$ cat config.mk
export PLATFORM = sky130hd
export DESIGN_NAME = sarConvCtl
export DESIGN_NICKNAME = d
export VERILOG_FILES = /design/src/rtl/sarPkg.sv /design/src/rtl/sarCtrl.sv /design/src/rtl/sarDatapath.sv /design/src/rtl/sarConvCtl.sv
export SDC_FILE = /design/constraint.sdc
export NUM_CORES = 1
export LEC_CHECK = 0
export BUFFER_PORTS_ARGS = -buffer_cell sky130_fd_sc_hd__buf_4
export CORE_MARGIN = 3
export CORE_UTILIZATION = 55
export CTS_CLUSTER_SIZE = 40
export DETAILED_ROUTE_END_ITERATION = 6
export PLACE_DENSITY = 0.8
export SYNTH_ARGS = -nofsm -noshare
export SYNTH_HDL_FRONTEND = slang
export SYNTH_SLANG_ARGS = --single-unit
$ cat constraint.sdc
create_clock -name clk -period 2.8 [get_ports clk]
set_clock_uncertainty 0.15 [all_clocks]
set_input_delay 0.56 -clock clk [delete_from_list [all_inputs] [get_ports clk]]
set_output_delay 0.56 -clock clk [all_outputs]
set_load 0.1 [all_outputs]
$ cat src/rtl/sarPkg.sv
package sarPkg;
  localparam int MAG_W = 8;
  localparam int RES_W = MAG_W + 1;
  localparam int IDX_W = $clog2(MAG_W + 2);

  typedef enum logic [2:0] {
    OP_NOP   = 3'd0,
    OP_START = 3'd1,
    OP_CVT   = 3'd2,
    OP_LOAD  = 3'd3,
    OP_OUT   = 3'd4,
    OP_CHOP  = 3'd5
  } opT;

  typedef struct packed {
    logic             clr;
    logic             load;
    logic             inv;
    logic             step;
    logic [IDX_W-1:0] stepIdx;
    logic             emit;
  } ctrlT;
endpackage

$ cat src/rtl/sarCtrl.sv
module sarCtrl
  import sarPkg::*;
#(
  parameter int PACE_SLOTS   = 2,
  parameter int SETTLE_SLOTS = 7
) (
  input  logic       clk,
  input  logic       rst,
  input  logic       instValid,
  input  logic [2:0] instOp,
  output ctrlT       ctrl,
  output logic       done
);
  localparam int PW = $clog2(PACE_SLOTS + 1);
  localparam int SW = $clog2(SETTLE_SLOTS + 1);
  localparam logic [PW-1:0] PACE_MAX = PW'(PACE_SLOTS);
  localparam logic [SW-1:0] SETTLE_MAX = SW'(SETTLE_SLOTS);
  localparam logic [IDX_W-1:0] LAST_IDX = IDX_W'(MAG_W);

  logic [IDX_W-1:0] bitIdx;
  logic [PW-1:0]    paceCnt;
  logic [SW-1:0]    settleCnt;
  logic             doneQ;
  opT               op;
  logic             isNop, isStart, isCvt, isLoad, isOut, isChop;
  logic             cvtOk, regChange;

  assign op      = opT'(instOp);
  assign isNop   = instValid && (op == OP_NOP);
  assign isStart = instValid && (op == OP_START);
  assign isCvt   = instValid && (op == OP_CVT);
  assign isLoad  = instValid && (op == OP_LOAD);
  assign isOut   = instValid && (op == OP_OUT);
  assign isChop  = instValid && (op == OP_CHOP);

  assign cvtOk     = isCvt && !doneQ && (paceCnt == PACE_MAX);
  assign regChange = isStart || cvtOk || isLoad || isChop;

  always_comb begin
    ctrl.clr     = isStart;
    ctrl.load    = isLoad;
    ctrl.inv     = isChop;
    ctrl.step    = cvtOk;
    ctrl.stepIdx = bitIdx;
    ctrl.emit    = isOut && (settleCnt == SETTLE_MAX);
  end

  assign done = doneQ;

  always_ff @(posedge clk) begin
    if (rst) begin
      bitIdx  <= '0;
      doneQ   <= 1'b0;
      paceCnt <= PACE_MAX;
    end else if (isStart) begin
      bitIdx  <= '0;
      doneQ   <= 1'b0;
      paceCnt <= PACE_MAX;
    end else if (cvtOk) begin
      bitIdx  <= bitIdx + 1'b1;
      paceCnt <= '0;
      if (bitIdx == LAST_IDX) doneQ <= 1'b1;
    end else if (isNop && paceCnt != PACE_MAX) begin
      paceCnt <= paceCnt + 1'b1;
    end
  end

  always_ff @(posedge clk) begin
    if (rst || regChange) begin
      settleCnt <= '0;
    end else if (isNop && settleCnt != SETTLE_MAX) begin
      settleCnt <= settleCnt + 1'b1;
    end
  end
endmodule

$ cat src/rtl/sarDatapath.sv
module sarDatapath
  import sarPkg::*;
(
  input  logic             clk,
  input  logic             rst,
  input  ctrlT             ctrl,
  input  logic             cmpIn,
  input  logic [RES_W-1:0] loadData,
  output logic [RES_W-1:0] approxReg,
  output logic             outStrobe,
  output logic [RES_W-1:0] outData
);
  logic [RES_W-1:0] regQ;
  logic [RES_W-1:0] regNext;

  always_comb begin
    regNext = regQ;
    if (ctrl.clr) begin
      regNext = '0;
    end else if (ctrl.load) begin
      regNext = loadData;
    end else if (ctrl.inv) begin
      regNext = ~regQ;
    end else if (ctrl.step) begin
      for (int b = 0; b < RES_W; b++) begin
        if (b == MAG_W - int'(ctrl.stepIdx)) regNext[b] = cmpIn;
        if (b < MAG_W && b == MAG_W - 1 - int'(ctrl.stepIdx)) regNext[b] = 1'b1;
      end
    end
  end

  always_ff @(posedge clk) begin
    if (rst) begin
      regQ      <= '0;
      outStrobe <= 1'b0;
      outData   <= '0;
    end else begin
      regQ      <= regNext;
      outStrobe <= ctrl.emit;
      if (ctrl.emit) outData <= regQ;
    end
  end

  assign approxReg = regQ;
endmodule

$ cat src/rtl/sarConvCtl.sv
module sarConvCtl
  import sarPkg::*;
#(
  parameter int PACE_SLOTS   = 2,
  parameter int SETTLE_SLOTS = 7
) (
  input  logic             clk,
  input  logic             rst,
  input  logic             instValid,
  input  logic [2:0]       instOp,
  input  logic [RES_W-1:0] loadData,
  input  logic             cmpIn,
  output logic [RES_W-1:0] approxReg,
  output logic             outStrobe,
  output logic [RES_W-1:0] outData,
  output logic             done
);
  ctrlT ctrl;

  sarCtrl #(
    .PACE_SLOTS  (PACE_SLOTS),
    .SETTLE_SLOTS(SETTLE_SLOTS)
  ) uCtrl (
    .clk      (clk),
    .rst      (rst),
    .instValid(instValid),
    .instOp   (instOp),
    .ctrl     (ctrl),
    .done     (done)
  );

  sarDatapath uDp (
    .clk      (clk),
    .rst      (rst),
    .ctrl     (ctrl),
    .cmpIn    (cmpIn),
    .loadData (loadData),
    .approxReg(approxReg),
    .outStrobe(outStrobe),
    .outData  (outData)
  );
endmodule

==> reports/results.txt <==
Hpwl dp = 3160 µm
Layout cell share with drive strength beyond 1 = 0.202
Status = complete, no violations
Clk_lat worst skew = 0.33 ns
FP Rows = 20
Share of flip-flops with an asynchronous set or reset = 0
Simple-gate area share of the yosys netlist = 0.226
Dominant synthesized flop cell = dfxtp_1
Routed vias/inst = 5.88
Die X = 63.8 µm
DRT antenna net count = 0
Most frequent cells in the layout = buf_4 (39), dfxtp_1 (29), nor2_1 (28)
Resized Gates After CTS = 0
Synthesized-area fraction occupied by adder cells = 0.0545
Antenna violations before repair = 0
CTS max path bufs = 2
Fmax = 440 MHz
Port Buf Inserts = 35
Fin. max-slew vios = 0
WS Path Type = flip-flop to flip-flop
Worst Path Arrival = 2.33 ns
Fillers = 273
Synth Area in XOR/XNOR = 0.0286
Commonest non-fill, non-tap cell in the layout = buf_4
Fin nets = 271
Post-Route Setup TNS = 0 ns
Unrepaired setup endpoints after global routing = no
Chip height = 63.8 µm
Die area = 4070 µm²
PwrDens = 411 nW/µm²
Combinational family with the most area after synthesis = compound AO/OA/AOI/OAI gates
Maxcap violations = 0
Startpoint types = flip-flop
Gr usage total = 0.222
Final setup fails = 0
I/O pins = 36
Clock root cell = clkbuf_4
Leak = 0.916 nW
Largest net degree at the start of global routing = 17
DR WL/cell = 14.6 µm
Synth warn = 0
Post-DP Area = 2100 µm²
Cts hold-fix bufs = 0
Diodes inserted = 0
Final period util = 0.811
Overall power = 0.891 mW
Data required time of the critical path = 2.86 ns
Finished Cell Area = 2170 µm²
Core area = 3130 µm²
Gp weighted congestion = 0.809
Synth Cell Area = 1840 µm²
Post-synth EDFFs = 0
CTS sink cnt = 29
Max_slew headroom = 0.579
Worst-path fanout max = 9
Initial Util = 0.587
Yosys cell types = 47
Number of H-tree levels = 2
# Post-CTS Setup Buffers = 0
Post-synthesis sequential area ratio = 0.316
Crit end category = flip-flop
Clock-pin slew on the worst setup and hold paths = 0.10 ns
Routed WL = 4260 µm
HP Class = input port to flip-flop
Clock buffer count from CTS = 5
Pre-antenna DRT Iters = 4
Via count = 1717
Syn avg cell area = 8.39 µm²
Worst vdd ir = 0.208 mV
Drt drc = 0
Initial DRC count = 112
Multiplexer area fraction after synthesis = 0.0599
Final min period = 2.27 ns
#FFs+latches synth = 29
CTS tree = done
Global-route wire length before repair = 7340 µm
Final Hold Fails = 0
Vias in the first global route = 1558
Actual slew at the worst max-slew pin = 0.629 ns
Synth Area in Compound Gates = 0.260
Syn nets = 243
Grt ovf = 0
Mapped Cells = 219
Area grow syn2layout = 18.1%
==> critical path, cell delays in order (launching register included) <==
cell and delay [ns]:
dfxtp_1 0.51, inv_1 0.14, ha_1 0.22, o21ba_1 0.26, a211oi_1 0.09, a2111o_1 0.45, a221oi_1 0.26, a211oi_1 0.08
==> report_power, final <==
group	total, mW	internal (mW)	switching [mW]
combinational	0.170	0.0571	0.113
clock	0.290	0.145	0.144
sequential	0.432	0.421	0.0105
==> cell usage after synthesis, drive strengths merged (4+ instances only) <==
cell type | count | share of area
nor2b | 7 | 0.024
buf | 9 | 0.029
dfxtp | 29 | 0.32
clkbuf | 9 | 0.018
a211oi | 25 | 0.10
nand2 | 16 | 0.033
ha | 8 | 0.054
nor2 | 28 | 0.057
o21ai | 8 | 0.022
nor3 | 6 | 0.016
xnor2 | 5 | 0.024
or2 | 4 | 0.014
a21oi | 7 | 0.019
inv | 4 | 0.0082
mux2i | 11 | 0.060
==> metal layers <==
| metal | wire, µm | track usage | vias to the layer above | part of all wire |
|---|---|---|---|---|
| met5 | 0 | 0 | - | 0 |
| met4 | 46 | 0.0674 | 0 | 0.011 |
| met3 | 264 | 0.0580 | 7 | 0.062 |
| met2 | 1920 | 0.329 | 56 | 0.45 |
| met1 | 2030 | 0.315 | 787 | 0.48 |
| li1 | - | - | 867 | - |
==> through the flow <==
step	setup slack, ns	util	hold WS [ns]	cells
floorplan	0.516	-	0.315	219
global placement	0.604	0.671	0.328	284
detailed placement	0.574	0.671	0.331	284
CTS	0.527	0.693	0.344	292
global route	0.381	0.693	0.341	292
finish	0.530	0.693	0.342	292
==> layout make-up <==
cell class | count | area [µm²] | area share
multi-input cells | 168 | 1150 | 0.533
flip-flops and latches | 29 | 581 | 0.268
repair buffers | 39 | 293 | 0.135
clock buffers | 7 | 65.1 | 0.0300
well taps | 44 | 55.1 | 0.0254
inverters | 4 | 15.0 | 0.00692
clock inverters | 1 | 5.00 | 0.00231
==> registers in the layout, indices dropped and copies added (netlist names) <==
signal           flops
uDp.outStrobe        1
uCtrl.settleCnt      3
uDp.outData          9
uCtrl.done           1
uDp.approxReg        9
uCtrl.bitIdx         4
uCtrl.paceCnt        2
==> final timing paths <==
check / startpoint / end / cells after the start / slack, ns
worst max-delay path: uCtrl.bitIdx[0] / uDp.approxReg[5] / 7 / 0.53
worst min-delay path: rst / uDp.outData[6] / 2 / 0.34
worst max register to register: uCtrl.bitIdx[0] / uDp.approxReg[5] / 7 / 0.53
worst min register to register: uDp.approxReg[8] / uDp.approxReg[8] / 2 / 0.35
==> logic make-up after synthesis <==
group | count (synthesis)
and+or+nand+nor | 79
AOI/OAI and AO/OA | 64
DFF | 29
buffers and inverters | 22
muxes | 11
adders and majority gates | 8
xor gates and xnor gates | 6
No activity file was read; power rests on OpenSTA's default activity.
